### src/rtl/jdp_pkg.sv
package jdp_pkg;
    localparam int SCAN_W = 35;
    localparam int DATA_W = 32;
    localparam int ACK_W  = 3;

    localparam logic [3:0] IR_ABORT  = 4'b1000;
    localparam logic [3:0] IR_DPACC  = 4'b1010;
    localparam logic [3:0] IR_APACC  = 4'b1011;
    localparam logic [3:0] IR_IDCODE = 4'b1110;
    localparam logic [3:0] IR_BYPASS = 4'b1111;

    localparam logic [ACK_W-1:0] ACK_OK   = 3'b010;
    localparam logic [ACK_W-1:0] ACK_WAIT = 3'b001;

    typedef enum logic [2:0] {
        SEL_BYPASS,
        SEL_IDCODE,
        SEL_DPACC,
        SEL_APACC,
        SEL_ABORT
    } chain_sel_e;

    typedef enum logic [1:0] {
        SC_CLOSED,
        SC_OK,
        SC_WAIT
    } scan_gate_e;

    typedef enum logic [1:0] {
        AP_IDLE,
        AP_PEND_RD,
        AP_PEND_WR
    } ap_state_e;
endpackage

### src/rtl/jdp_instr_decode.sv
module jdp_instr_decode
    import jdp_pkg::*;
(
    input  logic [3:0] instr,
    output chain_sel_e sel
);
    always_comb begin
        unique case (instr)
            IR_ABORT:  sel = SEL_ABORT;
            IR_DPACC:  sel = SEL_DPACC;
            IR_APACC:  sel = SEL_APACC;
            IR_IDCODE: sel = SEL_IDCODE;
            default:   sel = SEL_BYPASS;   // unknown codes fall back to bypass
        endcase
    end
endmodule

### src/rtl/jdp_shift_chain.sv
module jdp_shift_chain
    import jdp_pkg::*;
(
    input  logic              clk,
    input  logic              rst_n,
    input  chain_sel_e        sel,
    input  logic              capture,
    input  logic              shift,
    input  logic              tdi,
    input  logic [SCAN_W-1:0] cap_val,
    output logic [SCAN_W-1:0] chain_q,
    output logic              tdo
);
    localparam int PAD_W = SCAN_W - DATA_W;

    always_ff @(posedge clk or negedge rst_n) begin
        if (!rst_n) begin
            chain_q <= '0;
        end else if (capture) begin
            chain_q <= cap_val;
        end else if (shift) begin
            unique case (sel)
                SEL_BYPASS: chain_q <= {{(SCAN_W-1){1'b0}}, tdi};
                SEL_IDCODE: chain_q <= {{PAD_W{1'b0}}, tdi, chain_q[DATA_W-1:1]};
                default:    chain_q <= {tdi, chain_q[SCAN_W-1:1]};
            endcase
        end
    end

    assign tdo = chain_q[0];

    AST_BYPASS_CAPTURES_ZERO: assert property (@(posedge clk) disable iff (!rst_n)
        (capture && sel == SEL_BYPASS) |=> (chain_q[0] == 1'b0));
endmodule

### src/rtl/jdp_access_ctrl.sv
module jdp_access_ctrl
    import jdp_pkg::*;
#(
    parameter logic [31:0] IDCODE_VAL = 32'h1A5C_3E01,
    parameter logic [31:0] TARGET_VAL = 32'h0C0F_FEE1,
    parameter int          DPBANK_W   = 4,
    parameter int          APBANK_W   = 4
) (
    input  logic                  clk,
    input  logic                  rst_n,
    input  chain_sel_e            sel,
    input  logic                  capture,
    input  logic                  update,
    input  logic [SCAN_W-1:0]     chain_q,
    output logic [SCAN_W-1:0]     cap_val,
    output logic                  ap_req_valid,
    output logic                  ap_req_write,
    output logic [APBANK_W+1:0]   ap_req_addr,
    output logic [DATA_W-1:0]     ap_req_wdata,
    input  logic                  ap_rsp_valid,
    input  logic [DATA_W-1:0]     ap_rsp_rdata
);
    localparam int SEL_W     = DPBANK_W + APBANK_W;
    localparam int ABORT_BIT = 4;

    scan_gate_e gate_q, gate_d;
    ap_state_e  ap_q, ap_d;

    logic              detect_q;
    logic              sticky_q;
    logic [SEL_W-1:0]  select_q;
    logic [DATA_W-1:0] rdbuf_q;

    logic              rnw;
    logic [1:0]        addr;
    logic [DATA_W-1:0] data;
    logic              busy;
    logic              access_sel;
    logic              accept;
    logic              ap_fire;
    logic [DPBANK_W-1:0] dp_bank;

    assign rnw        = chain_q[0];
    assign addr       = chain_q[2:1];
    assign data       = chain_q[SCAN_W-1:ACK_W];
    assign busy       = (ap_q != AP_IDLE);
    assign access_sel = (sel == SEL_DPACC) || (sel == SEL_APACC);
    assign accept     = update && (gate_q == SC_OK);
    assign ap_fire    = accept && (sel == SEL_APACC) && !sticky_q;
    assign dp_bank    = select_q[DPBANK_W-1:0];

    // next-state logic for both machines
    always_comb begin
        gate_d = gate_q;
        if (capture) begin
            if (access_sel) gate_d = busy ? SC_WAIT : SC_OK;
            else            gate_d = SC_CLOSED;
        end else if (update) begin
            gate_d = SC_CLOSED;
        end

        ap_d = ap_q;
        unique case (ap_q)
            AP_IDLE:    if (ap_fire) ap_d = rnw ? AP_PEND_RD : AP_PEND_WR;
            AP_PEND_RD: if (ap_rsp_valid) ap_d = AP_IDLE;
            AP_PEND_WR: if (ap_rsp_valid) ap_d = AP_IDLE;
            default:    ap_d = AP_IDLE;
        endcase
    end

    // state register
    always_ff @(posedge clk or negedge rst_n) begin
        if (!rst_n) begin
            gate_q <= SC_CLOSED;
            ap_q   <= AP_IDLE;
        end else begin
            gate_q <= gate_d;
            ap_q   <= ap_d;
        end
    end

    // registers and outputs
    always_ff @(posedge clk or negedge rst_n) begin
        if (!rst_n) begin
            detect_q     <= 1'b0;
            sticky_q     <= 1'b0;
            select_q     <= '0;
            rdbuf_q      <= '0;
            ap_req_valid <= 1'b0;
            ap_req_write <= 1'b0;
            ap_req_addr  <= '0;
            ap_req_wdata <= '0;
        end else begin
            ap_req_valid <= ap_fire;
            if (ap_fire) begin
                ap_req_write <= !rnw;
                ap_req_addr  <= {select_q[SEL_W-1:DPBANK_W], addr};
                ap_req_wdata <= data;
            end

            if (capture && access_sel && busy && detect_q) begin
                sticky_q <= 1'b1;
            end else if (update && sel == SEL_ABORT && data[ABORT_BIT]) begin
                sticky_q <= 1'b0;
            end

            if (ap_q == AP_PEND_RD && ap_rsp_valid) begin
                rdbuf_q <= ap_rsp_rdata;
            end else if (accept && sel == SEL_DPACC) begin
                if (rnw) begin
                    unique case (addr)
                        2'd0: rdbuf_q <= '0;
                        2'd1: begin
                            if (dp_bank == '0)
                                rdbuf_q <= {{(DATA_W-2){1'b0}}, sticky_q, detect_q};
                            else if (dp_bank == DPBANK_W'(1))
                                rdbuf_q <= TARGET_VAL;
                            else
                                rdbuf_q <= '0;
                        end
                        2'd2: rdbuf_q <= '0;
                        2'd3: rdbuf_q <= rdbuf_q;
                        default: rdbuf_q <= rdbuf_q;
                    endcase
                end else begin
                    if (addr == 2'd1 && dp_bank == '0) detect_q <= data[0];
                    if (addr == 2'd2)                  select_q <= data[SEL_W-1:0];
                end
            end
        end
    end

    // value loaded into the selected chain at Capture-DR
    always_comb begin
        unique case (sel)
            SEL_BYPASS: cap_val = '0;
            SEL_IDCODE: cap_val = {{(SCAN_W-DATA_W){1'b0}}, IDCODE_VAL};
            default:    cap_val = busy ? {{DATA_W{1'b0}}, ACK_WAIT}
                                       : {rdbuf_q, ACK_OK};
        endcase
    end

    AST_REQ_FOLLOWS_UPDATE: assert property (@(posedge clk) disable iff (!rst_n)
        ap_req_valid |-> $past(update));
    AST_REQ_SINGLE_PULSE: assert property (@(posedge clk) disable iff (!rst_n)
        ap_req_valid |=> !ap_req_valid);
    AST_NO_REQ_WHILE_PENDING: assert property (@(posedge clk) disable iff (!rst_n)
        (ap_q != AP_IDLE && !ap_rsp_valid) |=> !ap_req_valid);
    AST_WAIT_DISCARDS: assert property (@(posedge clk) disable iff (!rst_n)
        (update && gate_q == SC_WAIT) |=> !ap_req_valid);
    AST_STICKY_BLOCKS_AP: assert property (@(posedge clk) disable iff (!rst_n)
        (update && sticky_q) |=> !ap_req_valid);
    AST_STICKY_HOLDS: assert property (@(posedge clk) disable iff (!rst_n)
        (sticky_q && !(update && sel == SEL_ABORT)) |=> sticky_q);
    AST_STICKY_NEEDS_DETECT: assert property (@(posedge clk) disable iff (!rst_n)
        (!sticky_q && !detect_q) |=> !sticky_q);
endmodule

### src/rtl/jdp_scan_regs.sv
module jdp_scan_regs
    import jdp_pkg::*;
#(
    parameter logic [31:0] IDCODE_VAL = 32'h1A5C_3E01,
    parameter logic [31:0] TARGET_VAL = 32'h0C0F_FEE1,
    parameter int          DPBANK_W   = 4,
    parameter int          APBANK_W   = 4
) (
    input  logic                clk,
    input  logic                rst_n,
    input  logic [3:0]          instr,
    input  logic                capture_dr,
    input  logic                shift_dr,
    input  logic                update_dr,
    input  logic                tdi,
    output logic                tdo,
    output logic                ap_req_valid,
    output logic                ap_req_write,
    output logic [APBANK_W+1:0] ap_req_addr,
    output logic [31:0]         ap_req_wdata,
    input  logic                ap_rsp_valid,
    input  logic [31:0]         ap_rsp_rdata
);
    chain_sel_e        sel;
    logic [SCAN_W-1:0] chain_q;
    logic [SCAN_W-1:0] cap_val;

    jdp_instr_decode u_decode (
        .instr (instr),
        .sel   (sel)
    );

    jdp_shift_chain u_chain (
        .clk     (clk),
        .rst_n   (rst_n),
        .sel     (sel),
        .capture (capture_dr),
        .shift   (shift_dr),
        .tdi     (tdi),
        .cap_val (cap_val),
        .chain_q (chain_q),
        .tdo     (tdo)
    );

    jdp_access_ctrl #(
        .IDCODE_VAL (IDCODE_VAL),
        .TARGET_VAL (TARGET_VAL),
        .DPBANK_W   (DPBANK_W),
        .APBANK_W   (APBANK_W)
    ) u_ctrl (
        .clk          (clk),
        .rst_n        (rst_n),
        .sel          (sel),
        .capture      (capture_dr),
        .update       (update_dr),
        .chain_q      (chain_q),
        .cap_val      (cap_val),
        .ap_req_valid (ap_req_valid),
        .ap_req_write (ap_req_write),
        .ap_req_addr  (ap_req_addr),
        .ap_req_wdata (ap_req_wdata),
        .ap_rsp_valid (ap_rsp_valid),
        .ap_rsp_rdata (ap_rsp_rdata)
    );
endmodule

### config.mk
export PLATFORM = sky130hd
export DESIGN_NAME = jdp_scan_regs
export DESIGN_NICKNAME = d
export VERILOG_FILES = /design/src/rtl/jdp_pkg.sv /design/src/rtl/jdp_instr_decode.sv /design/src/rtl/jdp_shift_chain.sv /design/src/rtl/jdp_access_ctrl.sv /design/src/rtl/jdp_scan_regs.sv
export SDC_FILE = /design/constraint.sdc
export NUM_CORES = 1
export LEC_CHECK = 0
export BUFFER_PORTS_ARGS = -buffer_cell sky130_fd_sc_hd__buf_2
export CAP_MARGIN = 10
export CORE_ASPECT_RATIO = 0.9
export CORE_UTILIZATION = 51
export DETAILED_ROUTE_END_ITERATION = 10
export HOLD_SLACK_MARGIN = 0.15
export PLACE_DENSITY = 0.76
export SLEW_MARGIN = 0
export SYNTH_ARGS = -nofsm -noshare
export SYNTH_HDL_FRONTEND = slang
export SYNTH_HIERARCHICAL = 1
export SYNTH_SLANG_ARGS = --single-unit
### constraint.sdc
create_clock -name clk -period 1.7 [get_ports clk]
set_input_delay 0.425 -clock clk [delete_from_list [all_inputs] [get_ports clk]]
set_output_delay 0.425 -clock clk [all_outputs]
set_load 0.01 [all_outputs]
# Word level (Yosys, flattened, before mapping)
# Cells that the tools add are included.
# op_classes
n_mux,22
n_reduce_logical,30
n_bitwise,2
n_eq_ne,18
# ops
op,count
one-hot mux 35 bit (2 select lines),2
two-way mux 32 bit,4
two-way mux 35 bit,3
one-hot mux 32 bit (2 select lines),1
two-way mux 28 bit,1
equality test 4 bit (second input constant),4
two-way mux 2 bit,7
one-hot mux 3 bit (4 select lines),1
nonzero test 2 bit,6
logical AND 1 bit,11
AND reduction 4 bit,2
equality test 2 x 1 -> 1 bit (second input constant),3
equality test 2 bit (second input constant),3
equality test 3 x 2 -> 1 bit (second input constant),2
!= test 2 x 1 -> 1 bit (second input constant),3
equality test 4 x 1 -> 1 bit (second input constant),1
zero test 2 bit,2
zero test 4 bit,1
one-hot mux 2 bit (2 select lines),1
OR reduction 2 bit,2
equality test 3 x 1 -> 1 bit (second input constant),1
equality test 3 bit (second input constant),1
zero test 3 bit,1
AND reduction 3 bit,1
5 further kinds,8
# totals
register_bits,121
inputBits,43
wordCells,83

# Longest topological paths before layout
# depth
ltp_word,8
ltp_mapped,9
mapped_depth_nobuf,7

# By module
# The synthesis kept the hierarchy.
# modules_own_cells
module,seq_area_each_um2,area_each_um2,instances,cells_each
jdp_access_ctrl,2152.1,3762.4,1,373
jdp_shift_chain,875.8,1771.7,1,200
jdp_instr_decode,0.0,33.8,1,4

# Worst setup path after synthesis
# OpenSTA, ideal clock, no wires.
# synth_path
kind,input to register
startpoint,in instr[2]
endpoint,reg u_ctrl.rdbuf_q[0]
t_required_ns,1.575
arrival_time_ns,2.086
cell_stages,5
path_slack_ns,-0.511
setup_ns,0.125
cell_sequence,nor4b_1 and4bb_4 a41oi_2 buf_6 mux2_4
# synth_between
elab_chain_len,6
# synth_lines
item,line,source
"start, declared",jdp_scan_regs.sv:11,"input logic [3:0] instr,"
equality test 4 bit,jdp_instr_decode.sv:8,unique case (instr)
one-hot mux 3 bit (4 select lines) (*),jdp_instr_decode.sv:8,
equality test 3 x 2 -> 1 bit (*),jdp_access_ctrl.sv:109,end else if (accept && sel == SEL_DPACC) begin
logical AND 1 bit (*),jdp_access_ctrl.sv:109,
nonzero test 2 bit (no line) (*),--,
AND reduction 3 bit (no line) (*),--,
"end signal, assigned",jdp_access_ctrl.sv:108,rdbuf_q <= ap_rsp_rdata;
"end signal, assigned",jdp_access_ctrl.sv:115,"rdbuf_q <= {{(DATA_W-2){1'b0}}, sticky_q, detect_q};"
"end signal, assigned",jdp_access_ctrl.sv:122,2'd3: rdbuf_q <= rdbuf_q;
"end, declared",jdp_access_ctrl.sv:32,logic [DATA_W-1:0] rdbuf_q;
# Mark *: on every way between the ends. The rest lies on a longest branch, timed or not.
# A chain may end at the register's enable or synchronous reset.

# Worst setup path after layout
# layout_path
startpoint,reg u_ctrl.ap_q[1]
endpoint,reg u_ctrl.rdbuf_q[16]
# layout_between
elab_chain_len,4
# layout_lines
item,line,source
"start, declared",jdp_access_ctrl.sv:27,"ap_state_e ap_q, ap_d;"
"start signal, assigned",jdp_access_ctrl.sv:78,ap_q <= ap_d;
equality test 2 x 1 -> 1 bit (*),jdp_access_ctrl.sv:107,if (ap_q == AP_PEND_RD && ap_rsp_valid) begin
logical AND 1 bit (*),jdp_access_ctrl.sv:107,
!= test 2 x 1 -> 1 bit (no line) or nonzero test 2 bit (tied branches),--,
AND reduction 3 bit (no line),--,
# Marked as above.

==> reports/results.txt <==
post-synth cell types: 45
Design Area, Final: 6910 µm²
failing checks: DRC
CP Data Required Time: 1.97 ns
YS warnings: 6
layout cells sized above 1: 24.8%
fin cells: 807
Initial Utilization: 53.4%
1st-iter DRT viols: 370
Max-Cap Viols: 0
post-synth net total: 622
sequential share of the synthesized area: 54.4%
RSZ-0062 raised after global routing: yes
first-pass GRT wire length: 21.1 mm
via count: 4493
Hold Fails Final Rpt: 0
vias per inst: 5.57
status: finished with violations
WL per Instance: 16.4 µm
Detailed Place HPWL: 8.41 mm
CTS tree: built
htree depth: 4
CP max-delay cell: dfrtp_1
Total Routing Usage GR: 24.0%
Core Rows: 35
initial antenna violation count: 0
delay-heaviest family, CP: buffers and inverters
Pwr Density: 984 nW/µm²
final-stage net count: 710
setup TNS: 0 ns
most common cell after layout, fill and taps aside: nand2_1
RePlAce Congestion: 0.830
final setup margin: 0.0328 ns
Ant. Diodes: 0
Avg Inst Size Synth: 9.65 µm²
Final Util: 66.3%
CP peak stage delay: 0.34 ns
Die Wd: 112 µm
Final Power: 6.80 mW
CTS Root Cell: clkbuf_16
most frequent cells in the layout: nand2_1, dfrtp_1, buf_2
Post-synth EDFFs: 0
P&R area growth vs syn: 24.0%
Hold Path Class: primary input to register
Tcrit/Tclk final: 98.1%
Min Clock Period, post-route: 1.67 ns
synthesized cell area: 5570 µm²
Port Buffers: 83
f_max: 600 MHz
DIE AREA: 11300 µm²
Worst-path clk slew: 0.06 ns
CP Max Fanout: 12
Buf/Inv on CP: 4
final setup skew: 0.00753 ns
Final Max Slew Viols: 0
drt pass-1 iters: 8
largest net degree at the start of global routing: 71
CP endpoint kind: register
flop and latch count out of synthesis: 121
Setup CP Type: register to register
crit path cell chain: inv_1 > ha_2 > and2_4 > buf_4 > a41oi_4 > buf_12 > clkbuf_16 > o21ai_0
clock buffer depth: 2
Filler Cell Count: 777
Setup Slack @ Placement: -0.214 ns
Mapped Cells: 577
placed cells: 767
FFs w/ async S/R, synth: 100%
static leakage: 3.59 nW
number of global-route vias before repair: 4168
CP Launch Type: register
peak supply drop: 0.491 mV
Boundary Pins: 84
area post-placement: 6200 µm²
Routed Antenna Nets: 0
worst skew pair latency: 0.40 ns
Residual DRC: 8
final hold slack: 0.244 ns
endpoints failing setup: 0
crit path DAT: 1.93 ns
top_reg_cell synth: dfrtp_1
TritonCTS Buffers: 17
die outline height: 101 µm
final wirelength: 13.2 mm
CTS sink count: 121
Core Region: 10400 µm²
grt ovf: 0
## Yosys cell counts, types with 2 or more instances
cell type  number  area, µm²
a21o_1         13       97.6
a21oi_1        16       80.1
a22o_1         15        131
a31oi_1        33        206
a32o_1          3       30.0
and2_1         22        138
and3b_2         2       20.0
buf_2           9       45.0
buf_4           5       37.5
buf_6           8       90.1
clkbuf_1       22       82.6
dfrtp_1       121       3030
ha_1            2       25.0
inv_1           3       11.3
mux2_2          9        101
nand2_1       168        631
nand2b_1        2       12.5
nand4b_1        2       17.5
nand4b_4        2       47.6
nor2_1          8       30.0
nor2b_1        34        213
nor4b_1         2       17.5
o21ai_0        25        125
o21ai_1        30        150
## repair_timing
| action | 4_1_cts | 5_1_grt |
|---|---|---|
| hold buffers | 1 | 0 |
| buffers inserted | 0 | 3 |
| endpoints found under the setup margin | 0 | 26 |
| endpoints found under the hold margin | 30 | 0 |
| resized for setup | 0 | 8 |
## final cells by class
class / instances / area (µm²) / area share (%)
inverters: 4 / 15.0 / 0.217
clock inverters: 12 / 128 / 1.85
multi-input cells: 409 / 2330 / 33.8
flip-flops and latches: 121 / 3030 / 43.8
clock buffers: 20 / 437 / 6.32
well taps: 129 / 161 / 2.34
repair buffers: 112 / 806 / 11.7
## layer usage
metal	share of wire (%)	routed length [µm]	vias up	global-route usage [%]
li1	-	-	2148	-
met1	47	6170	2165	36.7
met2	45	5990	169	34.8
met3	7.0	925	11	4.81
met4	0.89	117	0	7.08
met5	0	0	-	0
## path summary, 6_finish.rpt
path / from / endpoint / slack, ns / cells after the start
worst max-delay path: u_ctrl/ap_q[1] / u_ctrl/rdbuf_q[16] / 0.03 / 8
worst min-delay path: ap_rsp_rdata[24] / u_ctrl/rdbuf_q[24] / 0.24 / 2
worst max register to register: u_ctrl/ap_q[1] / u_ctrl/rdbuf_q[16] / 0.03 / 8
worst min register to register: u_ctrl/ap_req_wdata[11] / u_ctrl/ap_req_wdata[11] / 0.47 / 2
max in group asynchronous: rst_n / u_chain/chain_q[25] / 0.55 / 3
min in group asynchronous: rst_n / u_ctrl/ap_q[1] / 0.51 / 2
## cell families after synthesis
| family | count (synthesis) | synth area share [%] |
|---|---|---|
| XOR/XNOR | 1 | 0.157 |
| adder cells (fa/ha/maj) | 2 | 0.449 |
| buffers and inverters | 48 | 4.85 |
| AO/OA/AOI/OAI | 141 | 15.8 |
| other | 1 | 0.0674 |
| multiplexers | 11 | 2.27 |
| AND/OR/NAND/NOR | 252 | 22.0 |
| flip-flops | 121 | 54.4 |
## registers in the layout (all words and copies together) (netlist names)
register,flops
u_ctrl/ap_req_write,1
u_ctrl/detect_q,1
u_ctrl/sticky_q,1
u_ctrl/ap_req_addr,6
u_ctrl/ap_req_valid,1
u_ctrl/gate_q,2
u_chain/chain_q,35
u_ctrl/select_q,8
u_ctrl/rdbuf_q,32
u_ctrl/ap_req_wdata,32
u_ctrl/ap_q,2
## power by group
| group | total (mW) | internal, mW | switching [mW] |
|---|---|---|---|
| sequential | 2.99 | 2.94 | 0.0503 |
| clock | 3.38 | 2.15 | 1.23 |
| combinational | 0.432 | 0.184 | 0.248 |
No activity file was read; power rests on OpenSTA's default activity.
